### src/rtl/salu2.sv
module salu2 #(
  parameter int XLEN = 64,
  parameter int HLEN = 32
) (
  input  logic            clk,
  input  logic            rst_n,
  input  logic            in_valid,
  input  logic [31:0]     instr,
  input  logic [XLEN-1:0] opa,
  input  logic [XLEN-1:0] opb,
  input  logic            cond_in,
  output logic [XLEN-1:0] result,
  output logic            res_valid,
  output logic            cond_out,
  output logic            cond_we,
  output logic            illegal
);
  localparam int SH32 = $clog2(HLEN);
  localparam int SH64 = $clog2(XLEN);

  logic [6:0]      op;
  logic            enc_ok;
  logic [HLEN-1:0] a, b;
  logic [HLEN:0]   add_u, sub_u, add_s, sub_s;
  logic [HLEN-1:0] absd, mulv;
  logic [XLEN-1:0] lg, sh;
  logic [XLEN-1:0] n_res;
  logic            n_cond, n_we, n_ill, wide;

  assign op     = instr[29:23];
  assign enc_ok = instr[31:30] == 2'b10;
  assign a      = opa[HLEN-1:0];
  assign b      = opb[HLEN-1:0];
  assign wide   = op[0];

  assign add_u = {1'b0, a} + {1'b0, b} + {{HLEN{1'b0}}, cond_in & (op == 7'd4)};
  assign sub_u = {1'b0, a} - {1'b0, b} - {{HLEN{1'b0}}, cond_in & (op == 7'd5)};
  assign add_s = {a[HLEN-1], a} + {b[HLEN-1], b};
  assign sub_s = {a[HLEN-1], a} - {b[HLEN-1], b};
  assign absd  = sub_s[HLEN] ? (~sub_s[HLEN-1:0] + 1'b1) : sub_s[HLEN-1:0];
  assign mulv  = a * b;

  always_comb begin
    unique case (op[3:1])
      3'd6:    lg = opa & opb;
      3'd7:    lg = opa | opb;
      3'd0:    lg = opa ^ opb;
      3'd1:    lg = opa & ~opb;
      3'd2:    lg = opa | ~opb;
      3'd3:    lg = ~(opa & opb);
      3'd4:    lg = ~(opa | opb);
      default: lg = ~(opa ^ opb);
    endcase
    if (!wide) lg[XLEN-1:HLEN] = '0;
  end

  always_comb begin
    sh = '0;
    case (op)
      7'd28: sh[HLEN-1:0] = a << b[SH32-1:0];
      7'd29: sh = opa << opb[SH64-1:0];
      7'd30: sh[HLEN-1:0] = a >> b[SH32-1:0];
      7'd31: sh = opa >> opb[SH64-1:0];
      7'd32: sh[HLEN-1:0] = $unsigned($signed(a) >>> b[SH32-1:0]);
      7'd33: sh = $unsigned($signed(opa) >>> opb[SH64-1:0]);
      default: sh = '0;
    endcase
  end

  always_comb begin
    n_res  = '0;
    n_cond = cond_in;
    n_we   = 1'b1;
    n_ill  = 1'b0;
    case (op)
      7'd0, 7'd4: begin n_res[HLEN-1:0] = add_u[HLEN-1:0]; n_cond = add_u[HLEN]; end
      7'd1, 7'd5: begin n_res[HLEN-1:0] = sub_u[HLEN-1:0]; n_cond = sub_u[HLEN]; end
      7'd2: begin n_res[HLEN-1:0] = add_s[HLEN-1:0]; n_cond = add_s[HLEN] ^ add_s[HLEN-1]; end
      7'd3: begin n_res[HLEN-1:0] = sub_s[HLEN-1:0]; n_cond = sub_s[HLEN] ^ sub_s[HLEN-1]; end
      7'd6: begin n_cond = $signed(a) < $signed(b); n_res[HLEN-1:0] = n_cond ? a : b; end
      7'd7: begin n_cond = a < b; n_res[HLEN-1:0] = n_cond ? a : b; end
      7'd8: begin n_cond = $signed(a) > $signed(b); n_res[HLEN-1:0] = n_cond ? a : b; end
      7'd9: begin n_cond = a > b; n_res[HLEN-1:0] = n_cond ? a : b; end
      7'd10: begin n_res[HLEN-1:0] = cond_in ? a : b; n_we = 1'b0; end
      7'd11: begin n_res = cond_in ? opa : opb; n_we = 1'b0; end
      7'd36: begin n_res[HLEN-1:0] = mulv; n_we = 1'b0; end
      7'd42: begin n_res[HLEN-1:0] = absd; n_cond = |absd; end
      default: begin
        if (op >= 7'd12 && op <= 7'd27) begin
          n_res = lg; n_cond = |lg;
        end else if (op >= 7'd28 && op <= 7'd33) begin
          n_res = sh; n_cond = |sh;
        end else begin
          n_ill = 1'b1; n_we = 1'b0;
        end
      end
    endcase
    if (!enc_ok) begin
      n_res = '0; n_cond = cond_in; n_we = 1'b0; n_ill = 1'b1;
    end
  end

  always_ff @(posedge clk) begin
    if (!rst_n || !in_valid) begin
      result    <= '0;
      res_valid <= 1'b0;
      cond_out  <= 1'b0;
      cond_we   <= 1'b0;
      illegal   <= 1'b0;
    end else begin
      result    <= n_res;
      res_valid <= 1'b1;
      cond_out  <= n_cond;
      cond_we   <= n_we;
      illegal   <= n_ill;
    end
  end
endmodule

### config.mk
export PLATFORM = sky130hd
export DESIGN_NAME = salu2
export DESIGN_NICKNAME = d
export VERILOG_FILES = /design/src/rtl/salu2.sv
export SDC_FILE = /design/constraint.sdc
export NUM_CORES = 2
export LEC_CHECK = 0
export BUFFER_PORTS_ARGS = -buffer_cell sky130_fd_sc_hd__buf_2
export CAP_MARGIN = 20
export CELL_PAD_IN_SITES_DETAIL_PLACEMENT = 1
export CELL_PAD_IN_SITES_GLOBAL_PLACEMENT = 1
export CORE_MARGIN = 2
export CORE_UTILIZATION = 49
export DETAILED_ROUTE_END_ITERATION = 8
export HOLD_SLACK_MARGIN = 0.08
export PLACE_DENSITY_LB_ADDON = 0.08
export SYNTH_ARGS = -nofsm -noshare
export SYNTH_HDL_FRONTEND = slang
export SYNTH_SLANG_ARGS = --single-unit
### constraint.sdc
create_clock -name clk -period 11.9 [get_ports clk]
set_clock_uncertainty 0.05 [all_clocks]
set_input_delay 1.785 -clock clk [delete_from_list [all_inputs] [get_ports clk]]
set_output_delay 1.785 -clock clk [all_outputs]
set_load 0.02 [all_outputs]
Yosys cells after proc, flatten, opt, wreduce, memory -nomap -nowiden --
Index checks and enable logic that the tools add are counted.
Word-level totals: bits in latches 0, bits in writable memories 0, output and inout port bits 68, memories 0, word-level logic and storage cells 112, flip-flop bits (word level) 68, bits of input ports 164, ROM bits 0
Cells by class: divide/modulo/power cells 0, multipliers 1, equal/unequal tests 26, shifts and indexed selects 6, reduce and logical (&&, ||, !) cells 17, magnitude comparators 8, add/subtract/negate cells 7, bitwise gates (word level) 15, muxes and demuxes 27
Operators with widths (count):
- one-hot mux 64 bit (7 select lines) | 1
- one-hot mux 32 bit (12 select lines) | 1
- NOT 64 bit | 4
- 2-to-1 mux 32 bit | 7
- 2-to-1 mux 64 bit | 3
- one-hot mux 32 bit (6 select lines) | 1
- bitwise AND 64 bit | 2
- OR 64 bit | 2
- OR reduction 64 bit | 2
- one-hot mux 32 bit (3 select lines) | 1
- adder 32 x 32 -> 33 bit | 2
- subtractor 32 x 32 -> 33 bit | 2
- greater-than comparator 32 bit | 2
- less-than comparator 32 bit | 2
- one-hot mux 32 bit (2 select lines) | 1
- << shifter 64 x 6 -> 64 bit | 1
- right shift 64 x 6 -> 64 bit | 1
- >>> shifter 64 x 6 -> 64 bit | 1
- XOR 64 bit | 1
- adder 33 x 1 -> 33 bit | 1
- subtractor 33 x 1 -> 33 bit | 1
- adder 32 x 1 -> 32 bit (second input constant) | 1
- multiplier 32 x 32 -> 32 bit | 1
- NOT 32 bit | 1
- other kinds (34) | 65

Logic depth before layout (Yosys ltp) --
word-level depth 8, mapped depth 37, depth with buffers taken out 29

Least setup slack after synthesis --
No wires, ideal clock.
path kind input port to flip-flop, from in opb[3], to reg result[29], stages on the path 35, slack 1.390 ns, library setup time 0.120 ns, path buffers 9, arrival time 10.340 ns, required time 11.730 ns, cell sequence clkbuf_1 -> inv_1 -> buf_2 -> buf_2 -> buf_2 -> buf_1 -> buf_2 -> buf_1 -> buf_2 -> buf_1 -> nor2_1 -> fa_1 -> inv_1 -> fa_1 -> fa_1 -> fa_1 -> inv_1 -> fa_1 -> inv_1 -> fa_1 -> inv_1 -> fa_1 -> fa_1 -> ha_1 -> or2_2 -> a21oi_1 -> a311o_1 -> o21ai_0 -> nand2_1 -> o21a_1 -> a21oi_1 -> o21ai_0 -> nand3_1 -> o211ai_1 -> o31a_1
Between the ends: word-level cells in the longest chain between the ends 5
Ends and longest elaborated chain:
- from (decl) | line 10 | input logic [XLEN-1:0] opb,
- subtractor 32 x 32 -> 33 bit, or another cell as far along | line 39 | assign sub_s = {a[HLEN-1], a} - {b[HLEN-1], b};
- NOT 32 bit or one-hot mux 32 bit (6 select lines) (tied branches) | line 40, 59
- adder 32 x 1 -> 32 bit or 2-to-1 mux 64 bit (tied branches) | line 40, 91
- 2-to-1 mux 32 bit or 2-to-1 mux 64 bit (tied branches) | line 40, 89
- one-hot mux 32 bit (12 select lines) * | line 75 | case (op)
- to (signal assigned) | line 111 | result <= n_res;
- to (decl) | line 12 | output logic [XLEN-1:0] result,
Mark *: on every way between the ends. The rest lies on a longest branch, timed or not. A chain may end at the register's enable or synchronous reset.

Worst setup path in the final report --
from in opb[6], to reg result[31]
Between the ends: word-level cells in the longest chain between the ends 5
Ends and longest elaborated chain:
- subtractor 32 x 32 -> 33 bit | line 39
- NOT 32 bit | line 40 | assign absd = sub_s[HLEN] ? (~sub_s[HLEN-1:0] + 1'b1) : sub_s[HLEN-1:0];
- adder 32 x 1 -> 32 bit | line 40
- 2-to-1 mux 32 bit | line 40
- one-hot mux 32 bit (12 select lines) * | line 75
Marked as above.

==> results <==
- Buffers placed on the I/O ports in this run total 208.
- In this run the number of cells on the critical path is 27.
- For this run, the share of the core covered by cells in the final layout is 0.525.
- In the global route stage, overall resource usage came out at 0.624.
- The worst setup path is launched from a primary input.
- During synthesis, Yosys emitted a total of 0 warnings.
- The area occupied by registers is 0.00136 sq mm.
- For this configuration, the core starts out at a cell density of 0.494.
- The cell with the biggest individual delay on the critical path is mux2i_1.
- After synthesis, the share of flip-flops with an asynchronous set or reset is 0.
- Timing would allow up to 92.4 MHz.
- After clock tree synthesis, the clock-pin slew on the worst setup and hold paths is 0.06 ns.
- The first-pass detailed-route iteration total is 9.
- Power spread over the standard cell area amounts to 339 mW/mm^2.
- The fraction of final layout cells sized beyond drive strength 1 is 0.121.
- Among all flip-flop cells after synthesis, the most frequent one is dfxtp_1.
- The slew at the pin closest to its max-slew limit is 1.56 ns.
- The total CTS buffers is 9.
- In this run the count of I/O pins placed on the die edge is 232.
- The final net count is 6794.
- The largest net degree at the start of global routing is 130.
- The floorplan row count is 110.
- The share of synthesized area occupied by flip-flops and latches is 0.0307.
- The total standard cell area after synthesis is 0.0444 sq mm.
- The checks that failed: design-rule violations, max-slew violations.
- The final number of hold-violating endpoints is 0.
- After synthesis, the cell types taking the most area are fa_1, ha_1, mux4_2, nor2_1, inv_1.
- The first global-routing pass estimated 413000 microns of wire.
- The final-report max-slew violation count is 3.
- Across the run, the number of max-cap violations was 0.
- After filler insertion, the fill cell instance count of the layout stands at 11170.
- The CTS root buffer is clkbuf_16.
- Setup violations remaining at the end of the flow were counted as 0.
- The half-perimeter wire length after detailed placement is 229000 microns.
- Summed over all layers, the routed wires come to 300000 microns.
- Counting every instance in the synthesized netlist gives 5815.
- The die covers 0.0930 sq mm.
- Buffers inserted to repair hold after CTS numbered 0.
- The timing startpoint of the critical path is opb[6].
- When the netlist entered floorplanning its net count stood at 6807.
- Dividing the final minimum period by the clock period gives 0.909.
- The synthesized area divided by synthesized cell count is 7.63 sq um.
- Measured along the y axis, the die boundary spans 305 microns.
- The number of vias in the routed layout is 55438.
- Summing all placed instances gives a cell area of 0.0467 sq mm.
- The run finished, with violations left.
- The arrival time at the worst endpoint is 11.06 ns.
- Grouping stages by cell kind, the critical path spends the most delay in adder cells.
- After floorplanning, the core was sized to cover 0.0899 sq mm.
- The depth of the worst hold-timing path is 3.
- The routability-driven placement congestion ratio is 1.12.
- The post-detailed-route DRC marker count is 15.
- The die is 305 microns wide.
- The worst path in the final design needs a cycle of 10.82 ns, including I/O delays and setup.
- The required time of the critical path is 12.14 ns.
- The number of H-tree levels is 3.
- Summed over all cells, the static leakage comes to 21.0 nW.
- The post-cts sizing count is 0.
- Summing all multi-input logic gate instances after layout gives 0.0389 sq mm.
- The wire length per cell is 42.7 microns.
- The via density per instance is 7.89.
- The clock passes through at most 2 buffers.
- The number of sinks handled by clock tree synthesis is 68.
- In this run, the number of DRC markers left after iteration 0 of detailed routing was 10626.
- The cell type with the largest total area after synthesis is fa_1.
- The synthesis-stage register bit count is 68.
- The delay contributed by the slowest stage of the critical path is 0.81 ns.
- In this run, distinct cell masters in the synthesized netlist total 103.
- The tightest min-delay check is of the primary input to flip-flop type.
- Counting both buffers and inverters, the worst setup path holds a total of 5.
- The share of synthesized area in the top cell type comes to 0.187.
- After routing the design area is 0.0472 sq mm.
- In this run, synthesis inferred 0 flip-flops with an integrated enable.
- After global routing the overflow that remains totals 0.
- The area growth from synthesis to layout is 6.43%.
- In this run the remaining antenna-violating nets after routing total 0.
- Setup repair after global routing left no endpoint under its margin.
- The number of antenna violations at the first check in global routing is 63.
- The worst setup path is of the primary input to flip-flop kind.
- Counting stages on the worst path, the most repeated cell is fa_1.
- The TritonCTS clock tree is built.
- The total negative setup slack is 0 ns.
- The end point of the critical path is result[31].
- Measured against its own limit, the worst slew margin works out to -0.0382.
- The biggest fanout along the worst timing path is 12.
- The post-CTS setup buffer count is 0.
- The number of global-route vias before repair is 54642.
- The endpoint class of the critical path is a flip-flop.
- The maximum resistive drop on vdd is 0.000901 V.
## cells by family after synthesis
| logic type | synth area share |
|---|---|
| simple gates | 0.181 |
| compound gates | 0.215 |
| buf+inv | 0.0958 |
| fa+ha+maj | 0.304 |
| mux | 0.138 |
| xor+xnor | 0.0359 |
| flops | 0.0307 |
## per-stage QoR
stage	power [mW]	worst slack, ns	cells	hold WS (ns)
final	16.0	1.08	7030	1.93
after global routing	16.4	1.21	6995	1.91
after CTS	14.8	1.65	6974	1.85
after detailed placement	14.4	1.27	6958	2.15
after global placement	13.4	1.71	6954	2.15
after floorplan	9.13	1.39	5815	1.90
## state kept, by name (all words and copies together), names as in the netlist
signal,count
cond_we,1
res_valid,1
illegal,1
result,64
cond_out,1
## tightest hold or removal path: stages
cell and delay [ns]:
buf_2 0.09, nand2_1 0.22, inv_1 0.20
## synth_stat cells (25+ instances only)
library cell / number
a211oi_1: 76
a21o_1: 46
a21oi_1: 345
a221oi_1: 75
a22oi_1: 42
a31oi_1: 41
and2_1: 25
and3_1: 31
buf_1: 82
buf_2: 37
clkbuf_1: 303
dfxtp_1: 68
fa_1: 414
ha_1: 414
inv_1: 622
mux2_2: 56
mux2i_1: 188
mux4_2: 150
nand2_1: 604
nand2b_1: 25
nand3_1: 101
nand4_1: 57
nor2_1: 735
nor2b_1: 32
nor3_1: 85
nor4_1: 44
o2111ai_1: 36
o211ai_1: 57
o21a_1: 33
o21ai_0: 274
o21bai_1: 27
o221ai_1: 59
o22ai_1: 70
or3_1: 26
xnor2_1: 129
xor2_1: 53
## routing by layer
metal | track usage | share of wire | up-vias
li1 | - | - | 20407
met1 | 0.722 | 0.33 | 26882
met3 | 0.378 | 0.19 | 2024
met2 | 0.816 | 0.37 | 6073
met5 | 0.0289 | 0.0022 | -
met4 | 0.494 | 0.11 | 52
## cell type report
class / count / area share
multi-input combinational: 4668 / 0.824
timing repair buffer: 414 / 0.0562
inverter: 641 / 0.0512
tap: 1176 / 0.0312
sequential: 68 / 0.0288
clock buffer: 10 / 0.00506
antenna: 47 / 0.00249
clock inverter: 6 / 0.00151
## how the worst min path moves through the flow
stage,start,end
5_1_grt,in_valid,res_valid
6_report,in_valid,res_valid
4_1_cts,in_valid,res_valid
3_3_place_gp,result[59],result[59]
2_1_floorplan,in_valid,res_valid
3_5_place_dp,result[36],result[36]
## layout by cell type, fill, tap and decap left out, types with 47 or more instances in the layout
master,Yosys,final
mux2_2,56,56
a221oi_1,75,75
mux2i_1,188,188
o22ai_1,70,69
o21ai_0,274,273
a21oi_1,345,344
nand3_1,101,101
ha_1,414,414
inv_1,622,619
nor2_1,735,732
xor2_1,53,53
nand2_1,604,603
a211oi_1,76,76
buf_2,37,204
o221ai_1,59,59
o211ai_1,57,57
diode_2,0,47
nand4_1,57,57
mux4_2,150,150
buf_4,3,199
nor3_1,85,79
fa_1,414,414
xnor2_1,129,129
dfxtp_1,68,68
## power breakdown
part           total [mW]  switching [mW]  internal (mW)  leakage, nW
registers           0.232         0.00209          0.230        0.549
logic                15.5            10.2           5.25         20.3
clock network       0.316           0.145          0.170        0.146
total                16.0            10.4           5.65         21.0
Note: power is estimated with default switching activity, not from simulation.
